$ cat config.mk
export PLATFORM = sky130hd
export DESIGN_NAME = alw_limiter
export DESIGN_NICKNAME = d
export VERILOG_FILES = /design/src/rtl/alw_pkg.sv /design/src/rtl/alw_hist.sv /design/src/rtl/alw_spacing.sv /design/src/rtl/alw_limiter.sv
export SDC_FILE = /design/constraint.sdc
export NUM_CORES = 1
export LEC_CHECK = 0
export BUFFER_PORTS_ARGS = -buffer_cell sky130_fd_sc_hd__buf_4
export CORE_MARGIN = 8
export CORE_UTILIZATION = 60
export DETAILED_ROUTE_END_ITERATION = 10
export PLACE_DENSITY = 0.9
export SLEW_MARGIN = 20
export SYNTH_ARGS = -nofsm -noshare
export SYNTH_HDL_FRONTEND = slang
export SYNTH_SLANG_ARGS = --single-unit
$ cat constraint.sdc
create_clock -name clk -period 8.8 [get_ports clk]
set_clock_uncertainty 0.05 [all_clocks]
set_input_delay 0 -clock clk [delete_from_list [all_inputs] [get_ports clk]]
set_output_delay 0 -clock clk [all_outputs]
set_load 0.005 [all_outputs]
$ cat src/rtl/alw_pkg.sv
package alw_pkg;

    // Width of the free-running time base; every bound must stay below half its range.
    localparam int unsigned TS_W = 12;

    typedef logic [TS_W-1:0] ts_t;

    // True when a lies strictly after b on the wrapped time line.
    function automatic logic ts_after(input ts_t a, input ts_t b);
        ts_t diff;
        diff = a - b;
        return (diff != '0) && !diff[TS_W-1];
    endfunction

endpackage

$ cat src/rtl/alw_hist.sv
module alw_hist
    import alw_pkg::*;
#(
    parameter int unsigned DEPTH = 8,
    localparam int unsigned PTR_W = (DEPTH > 1) ? $clog2(DEPTH) : 1,
    localparam int unsigned CNT_W = $clog2(DEPTH + 1)
) (
    input  logic             clk,
    input  logic             rst_n,
    input  ts_t              now,
    input  logic [CNT_W-1:0] cfg_limit,
    input  ts_t              cfg_xaw,
    input  logic             push,
    output logic             block,
    output ts_t              target
);

    typedef struct packed {
        logic [DEPTH-1:0][TS_W-1:0] slot;
        logic [PTR_W-1:0]           rd;
        logic [PTR_W-1:0]           wr;
        logic [CNT_W-1:0]           cnt;
    } hist_t;

    hist_t st_d, st_q;
    logic  head_gone;

    function automatic logic [PTR_W-1:0] ptr_inc(input logic [PTR_W-1:0] p);
        return (p == PTR_W'(DEPTH - 1)) ? '0 : p + PTR_W'(1);
    endfunction

    // Window bound seen from the oldest live entry.
    always_comb begin
        target    = st_q.slot[st_q.rd] + cfg_xaw;
        head_gone = (st_q.cnt != '0) && !ts_after(target, now);
        block     = (st_q.cnt != '0) && (st_q.cnt >= cfg_limit) && !head_gone;
    end

    // Expired head retires on its own, one per cycle; accepted activates append.
    always_comb begin
        st_d = st_q;
        if (head_gone) begin
            st_d.rd = ptr_inc(st_q.rd);
        end
        if (push) begin
            st_d.slot[st_q.wr] = now;
            st_d.wr            = ptr_inc(st_q.wr);
        end
        st_d.cnt = st_q.cnt + CNT_W'(push) - CNT_W'(head_gone);
    end

    always_ff @(posedge clk) begin
        if (!rst_n) begin
            st_q <= '0;
        end else begin
            st_q <= st_d;
        end
    end

endmodule

$ cat src/rtl/alw_spacing.sv
module alw_spacing
    import alw_pkg::*;
#(
    parameter int unsigned GRP_W = 2,
    parameter int unsigned DLY_W = 8,
    localparam int unsigned NGRP = 1 << GRP_W
) (
    input  logic             clk,
    input  logic             rst_n,
    input  ts_t              now,
    input  logic [GRP_W-1:0] grp,
    input  logic             push,
    input  logic [DLY_W-1:0] cfg_rrd,
    input  logic [DLY_W-1:0] cfg_rrd_l,
    input  logic             cfg_grp_en,
    output logic             block,
    output ts_t              target
);

    typedef struct packed {
        logic [NGRP-1:0][TS_W-1:0] tgt;
        logic [NGRP-1:0]           pend;
    } spc_t;

    spc_t st_d, st_q;
    ts_t  gap [NGRP];

    // Per-group gap picked by whether the group matches the activate.
    for (genvar h = 0; h < NGRP; h++) begin : g_gap
        assign gap[h] = (cfg_grp_en && (grp == GRP_W'(h))) ? TS_W'(cfg_rrd_l)
                                                           : TS_W'(cfg_rrd);
    end

    always_comb begin
        target = st_q.tgt[grp];
        block  = st_q.pend[grp] && ts_after(st_q.tgt[grp], now);
    end

    always_comb begin
        ts_t  cand;
        logic live;
        st_d = st_q;
        for (int h = 0; h < NGRP; h++) begin
            live = st_q.pend[h] && ts_after(st_q.tgt[h], now);
            cand = now + gap[h];
            if (push && !(live && ts_after(st_q.tgt[h], cand))) begin
                st_d.tgt[h]  = cand;
                st_d.pend[h] = 1'b1;
            end else begin
                st_d.pend[h] = live;
            end
        end
    end

    always_ff @(posedge clk) begin
        if (!rst_n) begin
            st_q <= '0;
        end else begin
            st_q <= st_d;
        end
    end

endmodule

$ cat src/rtl/alw_limiter.sv
module alw_limiter
    import alw_pkg::*;
#(
    parameter int unsigned DEPTH = 8,
    parameter int unsigned GRP_W = 2,
    parameter int unsigned DLY_W = 8,
    localparam int unsigned LIM_W = $clog2(DEPTH + 1)
) (
    input  logic                     clk,
    input  logic                     rst_n,
    input  logic [LIM_W-1:0]         cfg_limit,
    input  logic [alw_pkg::TS_W-1:0] cfg_xaw,
    input  logic [DLY_W-1:0]         cfg_rrd,
    input  logic [DLY_W-1:0]         cfg_rrd_l,
    input  logic                     cfg_grp_en,
    input  logic [GRP_W-1:0]         cand_grp,
    input  logic                     issue,
    output logic                     allowed,
    output logic [alw_pkg::TS_W-1:0] earliest,
    output logic [alw_pkg::TS_W-1:0] now_cyc
);

    ts_t  now_d, now_q;
    logic win_block, spc_block, accept;
    ts_t  win_tgt, spc_tgt;

    alw_hist #(.DEPTH(DEPTH)) u_hist (
        .clk       (clk),
        .rst_n     (rst_n),
        .now       (now_q),
        .cfg_limit (cfg_limit),
        .cfg_xaw   (cfg_xaw),
        .push      (accept),
        .block     (win_block),
        .target    (win_tgt)
    );

    alw_spacing #(.GRP_W(GRP_W), .DLY_W(DLY_W)) u_spacing (
        .clk        (clk),
        .rst_n      (rst_n),
        .now        (now_q),
        .grp        (cand_grp),
        .push       (accept),
        .cfg_rrd    (cfg_rrd),
        .cfg_rrd_l  (cfg_rrd_l),
        .cfg_grp_en (cfg_grp_en),
        .block      (spc_block),
        .target     (spc_tgt)
    );

    always_comb begin
        allowed = !win_block && !spc_block;
        accept  = issue && allowed;
        if (win_block && spc_block) begin
            earliest = ts_after(win_tgt, spc_tgt) ? win_tgt : spc_tgt;
        end else if (win_block) begin
            earliest = win_tgt;
        end else if (spc_block) begin
            earliest = spc_tgt;
        end else begin
            earliest = now_q;
        end
        now_cyc = now_q;
    end

    always_comb begin
        now_d = now_q + TS_W'(1);
    end

    always_ff @(posedge clk) begin
        if (!rst_n) begin
            now_q <= '0;
        end else begin
            now_q <= now_d;
        end
    end

endmodule

### After elaboration in Yosys (flattened, before gate mapping)

Index checks and enable logic that the tools add are counted.

* register bits after elaboration: 170
* input port bits: 38
* output and inout port bits: 25
* word-level logic and storage cells: 138

* add/subtract/negate cells: 21
* $lt $le $gt $ge: 5
* eq/ne operators: 5
* muxes and demuxes: 23
* reduce and logical (&&, ||, !) cells: 67

Operators by type and width (count)
* nonzero test 12 bit: 11
* subtractor 12 bit: 11
* bitwise mux 96 bit: 1
* 2-to-1 mux 12 bit: 7
* adder 12 bit: 5
* binary-select mux 12 bit (select 3 bit): 1
* demux 12 bit (select 3 bit): 1
* logical AND 1 bit: 35
* 2-to-1 mux 8 bit: 4
* binary-select mux 12 bit (select 2 bit): 1
* zero test 1 bit: 19
* adder 12 x 1 -> 12 bit, second input constant: 1
* less-than comparator 3 x 4 -> 1 bit, second input constant: 2
* adder 3 x 1 -> 3 bit, second input constant: 2
* == test 3 bit, second input constant: 2
* 2-to-1 mux 3 bit: 2
* 2-to-1 mux 1 bit: 5
* adder 4 x 1 -> 4 bit: 1
* == test 2 bit, second input constant: 2
* greater-or-equal comparator 4 bit: 1
* nonzero test 4 bit: 1
* subtractor 4 x 1 -> 4 bit: 1
* greater-or-equal comparator 3 x 1 -> 1 bit, second input constant: 1
* less-than comparator 2 x 3 -> 1 bit, second input constant: 1
* 3 further kinds: 3

### Longest topological paths before layout

Gate-level depths: netlist of the first run.

* word-level depth: 15
* mapped depth: 31
* gate-level depth less buffers: 28

### Hierarchy

A second synthesis of the first run with hierarchy kept.

* cells, all modules: 2036
* area, all modules: 16772.3 µm²

Modules (own cells, without submodules)
* alw_spacing: instances 1, cells each 1123, area an instance 9122.5 µm², seq. area each 1041.0 µm²
* alw_hist: instances 1, cells each 702, area an instance 6003.3 µm², seq. area each 2122.0 µm²
* alw_limiter: instances 1, cells each 211, area an instance 1646.6 µm², seq. area each 240.2 µm²

### Worst setup path before layout of the first run

Ideal clock, no wire load.

* kind: register -> register
* start point: reg u_hist.st_q[8] (netlist name)
* end point: reg u_hist.st_q[2] (netlist name)
* library setup time: 0.128 ns
* arrival: 6.137 ns
* required time: 8.622 ns
* setup slack: 2.486 ns
* stages on the path, launching flop included: 30
* buffers on the path: 3
* clock period less this slack: 6.314 ns
* path through: dfxtp_1 buf_4 buf_1 clkbuf_1 mux4_2 mux2_2 ha_1 nor2b_1 o21ai_0 a21boi_0 o21ai_0 nand2b_1 a31o_2 a21o_1 a21oi_1 xnor2_1 ha_1 nand2b_1 a21oi_1 nor4_1 and3_1 nand4_1 a21oi_1 ha_1 inv_1 ha_1 inv_1 fa_1 xor2_1 nor2_1

* cells in the longest elaborated chain, start to end: 15
* elaborated cells on any way between the ends: 16
* classes of those cells: add/sub (4); mux (2); reduce/logical (10)

Ends and longest elaborated chain
* start: declaration: line alw_hist.sv:25 `hist_t st_d, st_q;`
* start signal: assignment: line alw_hist.sv:56 `st_q <= st_d;`
* binary-select mux 12 bit (select 3 bit) (*): line alw_hist.sv:34 `target = st_q.slot[st_q.rd] + cfg_xaw;`
* 2-to-1 mux 12 bit (not written as such) (*): line alw_hist.sv:34
* adder 12 bit (*): line alw_hist.sv:34
* subtractor 12 bit (*): line alw_pkg.sv:11 `diff = a - b;`
* nonzero test 12 bit or zero test 1 bit (tied branches): line alw_pkg.sv:12 `return (diff != '0) && !diff[TS_W-1];`
* logical AND 1 bit (*): line alw_pkg.sv:12
* zero test 1 bit (*): line alw_hist.sv:35 `head_gone = (st_q.cnt != '0) && !ts_after(target, now);`
* logical AND 1 bit (*): line alw_hist.sv:35
* named net u_hist.head_gone: line alw_hist.sv:26 `logic head_gone;`
* zero test 1 bit: line alw_hist.sv:36 `block = (st_q.cnt != '0) && (st_q.cnt >= cfg_limit) && !head_gone;`
* logical AND 1 bit: line alw_hist.sv:36
* zero test 1 bit: line alw_limiter.sv:52 `allowed = !win_block && !spc_block;`
* logical AND 1 bit: line alw_limiter.sv:52
* logical AND 1 bit: line alw_limiter.sv:53 `accept = issue && allowed;`
* adder 4 x 1 -> 4 bit: line alw_hist.sv:49 `st_d.cnt = st_q.cnt + CNT_W'(push) - CNT_W'(head_gone);`
* subtractor 4 x 1 -> 4 bit (*): line alw_hist.sv:49

The timed path passes the listed nets; every way through them passes the cells marked *. The select of a mux whose other input is x is not followed.
A chain may end at the register's enable or synchronous reset.

### Worst setup path after layout of the first run

* start point: reg u_hist.st_q[8] (netlist name)
* end point: out earliest[2] (netlist name)

* cells in the longest elaborated chain, start to end: 12
* elaborated cells on any way between the ends: 19
* classes of those cells: add/sub (3); mux (5); reduce/logical (11)

Ends and longest elaborated chain
* binary-select mux 12 bit (select 3 bit) (*): line alw_hist.sv:34
* 2-to-1 mux 12 bit (not written as such) (*): line alw_hist.sv:34
* adder 12 bit (*): line alw_hist.sv:34
* subtractor 12 bit: line alw_pkg.sv:11
* nonzero test 12 bit or zero test 1 bit (tied branches): line alw_pkg.sv:12
* logical AND 1 bit: line alw_pkg.sv:12
* zero test 1 bit: line alw_hist.sv:35
* logical AND 1 bit: line alw_hist.sv:35
* zero test 1 bit: line alw_hist.sv:36
* logical AND 1 bit: line alw_hist.sv:36
* 2-to-1 mux 12 bit or logical AND 1 bit (tied branches): line alw_limiter.sv:56, alw_limiter.sv:54
* 2-to-1 mux 12 bit (*): line alw_limiter.sv:54 `if (win_block && spc_block) begin`
* end: declaration: line alw_limiter.sv:19 `output logic [alw_pkg::TS_W-1:0] earliest,`

Every way passes the cells marked *; elsewhere a longest branch is shown, timed or not. The select of a mux whose other input is x is not followed.

==> qor.csv, run 1 <==
metric,value,unit
row count,60,
Mapped Nets,2089,
GRT Overall Usage,30.2,%
first-pass GRT wire length,79.8,mm
worst rel slew slack,22.6,%
"top cells by count, synth","nand2_1 (191), ha_1 (178), dfxtp_1 (170)",
number of synthesized flops with an enable pin,0,
hold_buf cts,1,
Layout area overhead,8.52,%
Worst-Margin Slew,1150,ps
launching element type of the critical path,register,
combinational share of power,58.9,%
cell area after synthesis,16100,sq um
total global routing overflow,0,
DRT antenna net count,0,
Synth Area in XOR/XNOR,6.03,%
Die X-Extent,180,um
Clock Sinks,170,
Synth Flop Type,dfxtp_1,
Final period util,84.9,%
ys async rst share,0,%
total I/O pin count,63,
P per Cell Area,259,nW/um^2
Post-CTS Setup Bufs,0,
post-DR vias/cell,6.83,
setup TNS,0,ps
simple-gate area share of the yosys netlist,16.1,%
Leak,6.95,nW
DP Wirelength,36.7,mm
clock root cell,clkbuf_16,
CTS H-Tree Depth,4,
CTS buffer count,17,
Clock power frac,17.7,%
final hold vios,0,
core area,26700,sq um
Post-Synth Adder-Cell Area,16.0,%
crit path buf inv count,2,
most numerous cell in the Yosys netlist,nand2_1,
CP Cell Sequence,"buf_4, mux4_2, mux2i_1, fa_1, nor2b_1, o21ai_0, a21boi_0, o21ai_0, nand2b_1, a31o_2, a21o_1, a21oi_1, xnor2_1, ha_1, or4b_2, nor3b_1, a211oi_1, a2111oi_0, o21ai_1, nand2_1, o221a_2, buf_4",
clk_lat worst skew,450,ps
highest-delay cell along the critical path,dfxtp_1,
MaxCap Viol Count,0,
pin count of the biggest net entering global routing,101,
synth warn,0,
share of layout cells above drive strength 1,12.2,%
crit path DAT,7430,ps
DR pass1 iterations,6,
IO Port Bufs,62,
Final Util,65.5,%
compound-cell area share of the yosys netlist,21.3,%
Final nets,2118,
"Seq/Total Area, Yosys",21.2,%
worst-case vdd ir drop,0.000180,V
Tmin final,7480,ps
CTS tree,built,
Initial Util,60.3,%
Fmax,134,MHz
Clock Path Buffers,2,
Sw Pwr,2.10,mW
setup violators final,0,
"Slew Viols, Final",0,
Die ar.,32300,sq um
number of global-route vias before repair,15304,
Clock Pin Slew Worst Setup and Hold Paths,70,ps
WL per Instance,22.5,um
Yosys top cell area share,21.2,%
DRT iter0 DRCs,1982,
Synth Instances,1856,
vias,15308,
Switching Fraction,46.6,%
status,"complete, no violations",
RSZ-0062 raised after global routing,false,
Chip Height,180,um
post-cts sizing count,0,
"critical path fanouts, max",18,
final wirelength,50.3,mm
"slowest stage delay, CP",1020,ps
synth top area cells,"dfxtp_1 (21%), ha_1 (14%), mux2i_1 (7.2%)",
Post-route DRC,0,
main combinational cell family by area after synthesis,compound AO/OA/AOI/OAI gates,
"flops & latches, synth",170,
Final Wtd Congestion,0.986,
Hold Crit Class,input port to register,
top cell type by total area after synthesis,dfxtp_1,
"Avg Cell Area, Syn",8.66,sq um
Int Pwr,2.41,mW
"delay-heaviest family, CP",compound AO/OA/AOI/OAI gates,
mux cell area share after synthesis,15.1,%
CP required,8750,ps
crit path kind,register to primary output,
initial antenna violation count,0,
nature of the critical path endpoint,primary output,
count of cell types in the netlist,87,
sequential cell fraction of total power,23.4,%
==> tightest hold or removal path, stage by stage <==
cell and delay (ps):
buf_4 90, mux2_2 140, ha_1 180, nand2_1 70, mux2i_1 120
==> placed cells by master, fill, tap and decap left out, drive strengths merged, types with 17 or more instances in the layout <==
cell,instances
o211ai,31
nand2b,26
dfxtp,170
ha,178
a21oi,119
nand3,23
clkbuf,17
o21ai,99
a21o,54
fa,17
mux2i,115
nor2b,26
buf,77
inv,105
nand2,191
nor2,113
xnor2,68
mux2,42
xor2,40
nor3,26
mux4,36
a211oi,27
o21a,30
o31ai,20
==> path summary, 6_finish.rpt <==
path              depth (start not counted)  slack [ps]             from                  to
hold / removal                            5         160     cfg_rrd_l[0]  u_spacing.st_q[40]
setup reg to reg                         23        1340   u_hist.st_q[8]     u_hist.st_q[47]
hold reg to reg                           2         410  u_hist.st_q[76]     u_hist.st_q[76]
setup / recovery                         22        1320   u_hist.st_q[8]         earliest[2]
==> per-layer routing <==
| metal | vias up | track usage [%] | wire [um] |
|---|---|---|---|
| li1 | 6989 | - | - |
| met1 | 7134 | 35.0 | 19100 |
| met2 | 903 | 50.4 | 23100 |
| met3 | 282 | 5.73 | 4410 |
| met4 | 0 | 20.1 | 3700 |
| met5 | - | 0 | 0 |
==> flip-flops by register name (all words and copies together) (netlist names) <==
register	count
u_hist.st_q	106
u_spacing.st_q	52
now_cyc	12
==> layout make-up <==
| type | instances | area, sq um |
|---|---|---|
| inverter | 101 | 379 |
| clock inverter | 15 | 213 |
| antenna | 1 | 2.50 |
| timing repair buffer | 78 | 588 |
| tap | 341 | 427 |
| sequential | 170 | 3400 |
| fill | 1970 | 9210 |
| multi-input combinational | 1517 | 12000 |
| clock buffer | 17 | 425 |
==> cell families (layout without fill, tap and decap cells) <==
kind of cell	after synthesis	count (layout)
AO/OA/AOI/OAI	506	506
XOR/XNOR	109	109
adder cells (fa/ha/maj)	195	195
buffers and inverters	169	211
flip-flops	170	170
multiplexers	193	193
other	0	1
AND/OR/NAND/NOR	514	514
==> through the flow <==
step	cell area, sq um	cells	setup WS [ps]	hold slack, ps	total power [mW]
global placement	16800	2205	1780	389	3.49
finish	17400	2240	1320	165	4.51
global route	17400	2239	895	191	4.80
detailed placement	16800	2205	1570	399	3.61
floorplan	16100	1856	2490	242	3.01
CTS	17400	2238	1390	155	4.43
==> power groups by stage <==
stage          logic [mW]  registers [mW]  clock network [mW]
3_5_place_dp         2.56            1.05                   0
2_1_floorplan        2.05           0.956                   0
3_3_place_gp         2.44            1.05                   0
4_1_cts              2.59            1.04               0.797
6_report             2.66            1.05               0.799
5_1_grt              2.92            1.06               0.828
Note: power is estimated with default switching activity, not from simulation.
==> run 2, diff against run 1 <==
--- a/config.mk
+++ b/config.mk
@@ -5,11 +5,12 @@
 export SDC_FILE = /design/constraint.sdc
 export NUM_CORES = 1
 export LEC_CHECK = 0
+export ABC_AREA = 1
 export BUFFER_PORTS_ARGS = -buffer_cell sky130_fd_sc_hd__buf_4
 export CORE_MARGIN = 8
-export CORE_UTILIZATION = 60
+export CORE_UTILIZATION = 59
 export DETAILED_ROUTE_END_ITERATION = 10
-export PLACE_DENSITY = 0.9
+export PLACE_DENSITY = 0.91
 export SLEW_MARGIN = 20
 export SYNTH_ARGS = -nofsm -noshare
 export SYNTH_HDL_FRONTEND = slang
==> constraint.sdc (replaced) <==
create_clock -name clk -period 6.39 [get_ports clk]
set_clock_uncertainty 0.05 [all_clocks]
set_input_delay 0 -clock clk [delete_from_list [all_inputs] [get_ports clk]]
set_output_delay 0 -clock clk [all_outputs]
set_load 0.005 [all_outputs]
==> run 2 against run 1 <==
Compared with the run above:
- sequential share of layout area shrank 2.5 points
- clock-buffer cell count stayed put
- area after synthesis increased by 16%
- non-clock buffer count grew 18
- utilization decreased by 1.6 points
- register-to-register slack lost 730 ps
- final area increased by 15%
==> qor.csv, run 2 <==
metric,value,unit
post-DR vias/cell,5.57,
Clock power frac,8.5,%
launching element type of the critical path,register,
WL per Instance,15.6,um
"leading cell types in the layout, fill and taps excluded","nand2_1 (951), inv_1 (498), nor2_1 (463), nand3_1 (201), ha_1 (178)",
"top cells by count, synth","nand2_1 (951), inv_1 (498), nor2_1 (463)",
ys async rst share,0,%
Multi-input gate area,12900,sq um
Final period util,90.5,%
Yosys top cell area share,19.1,%
RSZ-0062 raised after global routing,false,
vias,20203,
worst rel slew slack,34.0,%
GRT Overall Usage,29.3,%
Cells after DPL,3590,
"most common cell after layout, fill and taps aside",nand2_1,
"Avg Cell Area, Syn",5.85,sq um
setup TNS,0,ps
Synth Instances,3187,
pin count of the biggest net entering global routing,85,
number of flip-flops in the largest register,106,
Initial Util,59.5,%
P per Cell Area,612,nW/um^2
nature of the critical path endpoint,register,
Final Util,63.8,%
DR pass1 iterations,8,
count of cell types in the netlist,48,
highest-delay cell along the critical path,dfxtp_4,
DR WL met2,24.9,mm
total power,12.2,mW
clock root cell,clkbuf_16,
Clock Pin Slew Worst Setup and Hold Paths,70,ps
met3 WL,5.37,mm
Int Pwr,5.38,mW
most numerous cell in the Yosys netlist,nand2_1,
final wirelength,56.4,mm
crit path kind,register to register,
DRT antenna net count,0,
total global routing overflow,0,
Clock Sinks,170,
synth top area cells,"nand2_1 (19%), dfxtp_1 (18%), ha_1 (12%)",
DP Wirelength,42.2,mm
Die ar.,37500,sq um
Fmax,173,MHz
Switching Fraction,56.0,%
share of layout cells above drive strength 1,4.94,%
Leak,11.3,nW
DRT iter0 DRCs,2089,
first-pass GRT wire length,91.5,mm
core area,31300,sq um
Layout area overhead,7.21,%
clk_lat worst skew,450,ps
Die X-Extent,194,um
Final nets,3441,
top cell type by total area after synthesis,nand2_1,
Chip Height,194,um
Biggest register,u_hist.st_q,
synth warn,0,
sequential cell fraction of total power,13.9,%
Synth Flop Type,dfxtp_1,
Top Metal Used,met4,
CTS buffer count,17,
WL met1,22.5,mm
setup violators final,0,
CTS tree,built,
Clock Path Buffers,2,
Post-CTS Setup Bufs,0,
Final Wtd Congestion,1.04,
Worst-Margin Slew,988,ps
"Seq/Total Area, Yosys",18.3,%
row count,65,
"Slew Viols, Final",0,
worst-case vdd ir drop,0.000628,V
number of global-route vias before repair,18637,
status,"complete, no violations",
area of placed instances,19400,sq um
CP required,6680,ps
Hold Crit Class,input port to register,
Post-route DRC,0,
fin area,20000,sq um
"flops & latches, synth",170,
final hold vios,0,
initial antenna violation count,0,
"slowest stage delay, CP",480,ps
CP most frequent cell,inv_1,
Mapped Nets,3420,
register area,3410,sq um
Fillers,2789,
"critical path fanouts, max",26,
Sw Pwr,6.86,mW
total I/O pin count,63,
non-filler instance count after layout,3624,
IO Port Bufs,62,
number of synthesized flops with an enable pin,0,
cell area after synthesis,18600,sq um
Tmin final,5780,ps
crit path DAT,6070,ps
Worst R2R Setup Slack,610,ps
MaxCap Viol Count,0,
combinational share of power,77.6,%
CTS H-Tree Depth,4,
==> run 2: cell types whose count changed after synthesis, sizes merged, moves of 36 or more <==
cell   change
nand4     +56
xnor2     -37
mux2i    -115
nand2    +762
nor2     +356
mux4      -36
nand3    +184
a21o      -48
mux2      -42
a21oi     +42
inv      +402
==> run 2: worst paths after layout <==
path | startpoint | cells after the start | end
worst max-delay path | u_hist.st_q[7] | 31 | u_hist.st_q[2]
worst min-delay path | issue | 4 | u_spacing.st_q[20]
worst min register to register | u_spacing.st_q[1] | 2 | u_spacing.st_q[1]
worst max register to register | u_hist.st_q[7] | 31 | u_hist.st_q[2]
==> run 2: worst max-delay path, delay by kind of cell, from the launching register on <==
| kind | cells | cell delay, ps |
|---|---|---|
| AND/OR/NAND/NOR | 11 | 1620 |
| adder cells (fa/ha/maj) | 5 | 1560 |
| AO/OA/AOI/OAI | 6 | 1020 |
| buffers and inverters | 8 | 750 |
| flip-flops | 1 | 480 |
| XOR/XNOR | 1 | 180 |
==> run 2: cells by family after synthesis <==
logic type / share of synthesized area (%)
and+or+nand+nor: 39.2
xor gates and xnor gates: 4.51
AOI/OAI and AO/OA: 11.5
buffers and inverters: 12.8
DFF: 18.3
adders and majority gates: 13.8
==> run 2: timing repair <==
item | CTS | global route
endpoints found under the hold margin | 15 | 0
endpoints found under the setup margin | 0 | 15
hold buffers | 1 | 0
gates resized for setup | 0 | 5
==> run 2: cell type report <==
type                       count  share of cell area (%)
antenna                        1                  0.0125
timing repair buffer          96                    3.62
multi-input combinational   2420                    64.4
tap                          402                    2.52
inverter                     503                    9.46
sequential                   170                    17.0
clock buffer                  17                    2.13
clock inverter                15                   0.864
==> run 2: power groups by stage <==
stage / logic, mW / registers, mW / clock network, mW
4_1_cts: 9.28 / 1.68 / 1.04
5_1_grt: 10.8 / 1.72 / 1.09
3_3_place_gp: 9.05 / 1.69 / 0
3_5_place_dp: 9.19 / 1.70 / 0
2_1_floorplan: 7.45 / 1.56 / 0
6_report: 9.50 / 1.70 / 1.04
==> run 2: layer usage <==
layer / track usage [%] / up-vias
met3: 6.04 / 251
met4: 18.4 / 0
met5: 0 / -
met2: 48.1 / 975
li1: - / 10120
met1: 34.8 / 8857
==> run 2: metrics by stage <==
stage | hold slack, ps | setup slack, ps
floorplan | 241 | 801
global placement | 281 | 451
detailed placement | 284 | 365
CTS | 82.2 | 334
global route | 125 | 37.8
finish | 122 | 607
